[src/rtl/vram_guard.sv]
module vram_guard #(
  parameter int                ADDR_W    = 16,
  parameter logic [ADDR_W-1:0] WIN_BASE  = 16'h7000,
  parameter int                WIN_SIZE  = 2048,
  parameter logic [ADDR_W-1:0] MODE_ADDR = 16'h6800
) (
  input  logic              clk,
  input  logic              rst_n,
  input  logic [ADDR_W-1:0] cpu_addr,
  input  logic [1:0]        cpu_data,
  input  logic              cpu_wr_n,
  input  logic              cpu_mreq_n,
  input  logic              wait_l_n,
  input  logic              wait_r_n,
  output logic              disp_cs_n,
  output logic [1:0]        mode,
  output logic              coll_pulse
);

  localparam int                WIN_END   = int'(WIN_BASE) + WIN_SIZE;
  localparam logic [ADDR_W:0]   WIN_LO    = {1'b0, WIN_BASE};
  localparam logic [ADDR_W:0]   WIN_LIMIT = (ADDR_W+1)'(WIN_END);

  logic [3:0] meta, sync;
  logic       wr_s, mreq_s, wl_s, wr_wait_s, wr_d;

  always_ff @(posedge clk or negedge rst_n) begin
    if (!rst_n) begin
      meta <= 4'b1111;
      sync <= 4'b1111;
      wr_d <= 1'b1;
    end else begin
      meta <= {cpu_wr_n, cpu_mreq_n, wait_l_n, wait_r_n};
      sync <= meta;
      wr_d <= wr_s;
    end
  end

  assign wr_s      = sync[3];
  assign mreq_s    = sync[2];
  assign wl_s      = sync[1];
  assign wr_wait_s = sync[0];

  logic wr_fall, wr_rise, in_win, win_write, collide;

  assign wr_fall   = wr_d & ~wr_s;
  assign wr_rise   = ~wr_d & wr_s;
  assign in_win    = ({1'b0, cpu_addr} >= WIN_LO) && ({1'b0, cpu_addr} < WIN_LIMIT);
  assign win_write = wr_fall & ~mreq_s & in_win;
  assign collide   = ~(wl_s & wr_wait_s);

  always_ff @(posedge clk or negedge rst_n) begin
    if (!rst_n) begin
      disp_cs_n  <= 1'b0;
      coll_pulse <= 1'b0;
      mode       <= 2'b00;
    end else begin
      coll_pulse <= win_write & collide;
      if (win_write)
        disp_cs_n <= collide;
      else if (wr_rise)
        disp_cs_n <= 1'b0;
      if (wr_fall && !mreq_s && cpu_addr == MODE_ADDR)
        mode <= cpu_data;
    end
  end

endmodule

[config.mk]
export PLATFORM = sky130hd
export DESIGN_NAME = vram_guard
export DESIGN_NICKNAME = d
export VERILOG_FILES = /design/src/rtl/vram_guard.sv
export SDC_FILE = /design/constraint.sdc
export NUM_CORES = 1
export LEC_CHECK = 0
export BUFFER_PORTS_ARGS = -buffer_cell sky130_fd_sc_hd__buf_4
export CAP_MARGIN = 5
export CORE_MARGIN = 3
export CORE_UTILIZATION = 30
export DETAILED_ROUTE_END_ITERATION = 10
export PLACE_DENSITY = 0.68
export REMOVE_ABC_BUFFERS = 1
export SYNTH_ARGS = -nofsm -noshare
export SYNTH_HDL_FRONTEND = slang
export SYNTH_SLANG_ARGS = --single-unit
[constraint.sdc]
create_clock -name clk -period 1.5 [get_ports clk]
set_clock_uncertainty 0.2 [all_clocks]
set_input_delay 0.075 -clock clk [delete_from_list [all_inputs] [get_ports clk]]
set_output_delay 0.075 -clock clk [all_outputs]
set_load 0.1 [all_outputs]
==> results.sh <==
export IMPL_synthMuxAreaShare=0.0476
export IMPL_synth_xor_area_frac=0
export IMPL_fin_cells=85
export IMPL_drc_errors=0
export IMPL_synth_warnings=0
export IMPL_nets=95
export IMPL_cts_tree="built"
export IMPL_fin_ws_ns=-0.0544
export IMPL_total_power_uw=669
export IMPL_fin_crit_ns=1.55
export IMPL_critPathMaxFanout=2
export IMPL_detail_route_first_pass_iterations=4
export IMPL_grt_use_met3=0.0474
export IMPL_chipWidth_um=45.7
export IMPL_filler_cell_count=113
export IMPL_start_util=0.342
export IMPL_synthToLayoutAreaGrowth_pct=74.9
export IMPL_avgViaCountPerCell=4.45
export IMPL_grt_pass1_vias=385
export IMPL_hold_path_class="input pin to flop"
export IMPL_row_count=13
export IMPL_max_slew_worst_pin_slew_ns=0.284
export IMPL_path_clk_slew_ns=0.08
export IMPL_cp_end_kind="flop"
export IMPL_rsz0062_at_grt="true"
export IMPL_wirelength_um=969
export IMPL_portBuffers=27
export IMPL_arrival_ns=1.56
export IMPL_max_vdd_ir_drop_uv=659
export IMPL_grt_use_met1=0.114
export IMPL_violations="negative hold slack, negative setup slack"
export IMPL_routedWlPerCell_um=11.4
export IMPL_grt_max_degree=11
export IMPL_grtUsageMet2=0.184
export IMPL_yosys_register_bits=13
export IMPL_cts_buffers_inserted=3
export IMPL_ys_flop_type="dfstp_2"
export IMPL_holdBufCountCts=8
export IMPL_drtIter0Drc=1
export IMPL_synthAdderAreaFrac=0
export IMPL_final_setup_viol_count=3
export IMPL_synth_cells_most_frequent="dfstp_2 (9), dfrtp_1 (4)"
export IMPL_io_pins=28
export IMPL_ys_async_sr_fraction=1.00
export IMPL_antenna_found_initial=0
export IMPL_drive_above_1_share=0.657
export IMPL_worst_hold_slack_ns=-0.210
export IMPL_syn_inst=30
export IMPL_synth_top_family_by_area="simple AND/OR/NAND/NOR gates"
export IMPL_yosysMostFrequentCell="dfstp_2"
export IMPL_h_tree_depth=1
export IMPL_grt_pass1_wl_mm=1.57
export IMPL_worst_setup_path_type="flop to flop"
export IMPL_vias=378
export IMPL_yosysSeqAreaShare=0.712
export IMPL_start_kind="flop"
export IMPL_synth_compound_area_frac=0.0847
export IMPL_finalHoldViolations=2
export IMPL_ctsLongestPathBuffers=2
export IMPL_avgSynthCellArea_um2=15.8
export IMPL_gr_total_overflow=0
export IMPL_synth_area_um2=473
export IMPL_diodes=0
export IMPL_finalCritPeriodShare=1.04
export IMPL_synth_edf_count=0
export IMPL_synthSimpleGateAreaFrac=0.140
export IMPL_synth_area_leader_cell="dfstp_2"
export IMPL_maxSlewViolCount=0
export IMPL_busiest_layer="met2"
export IMPL_dp_cells=73
export IMPL_synth_cell_type_count=15
export IMPL_coreArea_mm2=0.00138
export IMPL_clock_fmax_mhz=643
export IMPL_cap_violations=0
export IMPL_gp_congestion=0.633
export IMPL_status="finished, violations left"
export IMPL_p_per_area_mw_per_mm2=808
export IMPL_gr_usage_all_layers=0.109
export IMPL_postRouteAntennaNets=0
export IMPL_critPathRequiredTime_ns=1.50
export IMPL_p_leak_uw=0.000397
export IMPL_yosys_top_cells_area="dfstp_2 (50%), dfrtp_1 (21%), a2111oi_4 (5.8%), mux2_2 (4.8%), and4bb_1 (2.6%)"
export IMPL_root_buffer="clkbuf_4"
export IMPL_cts_sink_count=13
export IMPL_slew_limit_headroom=0.809
export IMPL_clkLatencyLatePin_ns=0.27
export IMPL_die_area_mm2=0.00209
export IMPL_synth_top_area_frac=0.500
export IMPL_die_h_um=45.7
[layer usage]
layer  vias up  share of wire
met5         -              0
met4         0              0
met3         0          0.083
met2        16           0.53
met1       174           0.39
li1        188              -
[area by class of cell]
cell class	instances	area (um2)	area share
tap	15	18.8	0.0227
sequential	13	337	0.407
timing repair buffer	36	294	0.356
clock buffer	3	22.5	0.0272
multi-input combinational	15	143	0.172
clock inverter	1	5.00	0.00605
inverter	2	7.51	0.00908
[registers in the layout, indices dropped and copies added (netlist names)]
| name | cells |
|---|---|
| coll_pulse | 1 |
| wr_d | 1 |
| sync | 4 |
| meta | 4 |
| mode | 2 |
| disp_cs_n | 1 |
[final timing paths]
| check | from | end | slack, ns | cells after the start |
|---|---|---|---|---|
| min | cpu_addr[11] | coll_pulse | -0.21 | 2 |
| min in group asynchronous | rst_n | sync[0] | 0.14 | 2 |
| min reg2reg | meta[1] | sync[1] | 0.16 | 0 |
| max in group asynchronous | rst_n | mode[1] | 0.30 | 3 |
| max | sync[2] | disp_cs_n | -0.05 | 5 |
| max reg2reg | sync[2] | disp_cs_n | -0.05 | 5 |
[cell usage in the layout, fill, tap and decap left out, drive strengths merged]
master,n
nand2,1
nor2,2
o21bai,1
inv,2
mux2,2
nor4,2
nor3,2
dlygate4sd3,8
clkinv,1
a2111oi,1
dfstp,9
dfrtp,4
and4bb,1
buf,28
clkbuf,3
nand3,2
o21ai,1
[critical path, cell delays in order, from the launching register on]
cell       delay (ns)
dfstp_2          0.36
and4bb_1         0.26
nand3_2          0.10
buf_6            0.14
a2111oi_4        0.27
o21bai_1         0.15
[cells by family (layout without fill, tap and decap cells)]
group / count (synthesis) / after routing
flip-flops: 13 / 13
AND/OR/NAND/NOR: 10 / 10
AO/OA/AOI/OAI: 3 / 3
multiplexers: 2 / 2
buffers and inverters: 2 / 42
[stage by stage]
| stage | TNS [ns] | setup slack (ns) | instance area (um2) | hold slack [ns] | util |
|---|---|---|---|---|---|
| after floorplan | -0.219 | -0.105 | 473 | -0.421 | - |
| after global placement | -0.271 | -0.0933 | 702 | -0.277 | 0.508 |
| after detailed placement | -0.402 | -0.143 | 702 | -0.277 | 0.508 |
| after CTS | -0.202 | -0.0729 | 820 | -0.222 | 0.593 |
| after global routing | -0.343 | -0.120 | 827 | -0.227 | 0.598 |
| final | -0.138 | -0.0544 | 827 | -0.210 | 0.598 |
[power breakdown]
part | internal [uW] | switching [uW]
combinational | 55.9 | 26.4
clock | 98.7 | 109
sequential | 373 | 5.70
[what timing repair did]
item                                   4_1_cts  5_1_grt
cloned                                       0        0
endpoints found under the hold margin       21        2
pin swaps                                    4        0
buffers inserted                             0        0
setup endpoints to repair                    4        4
gates resized for setup                      2        2
No activity file was read; power rests on OpenSTA's default activity.
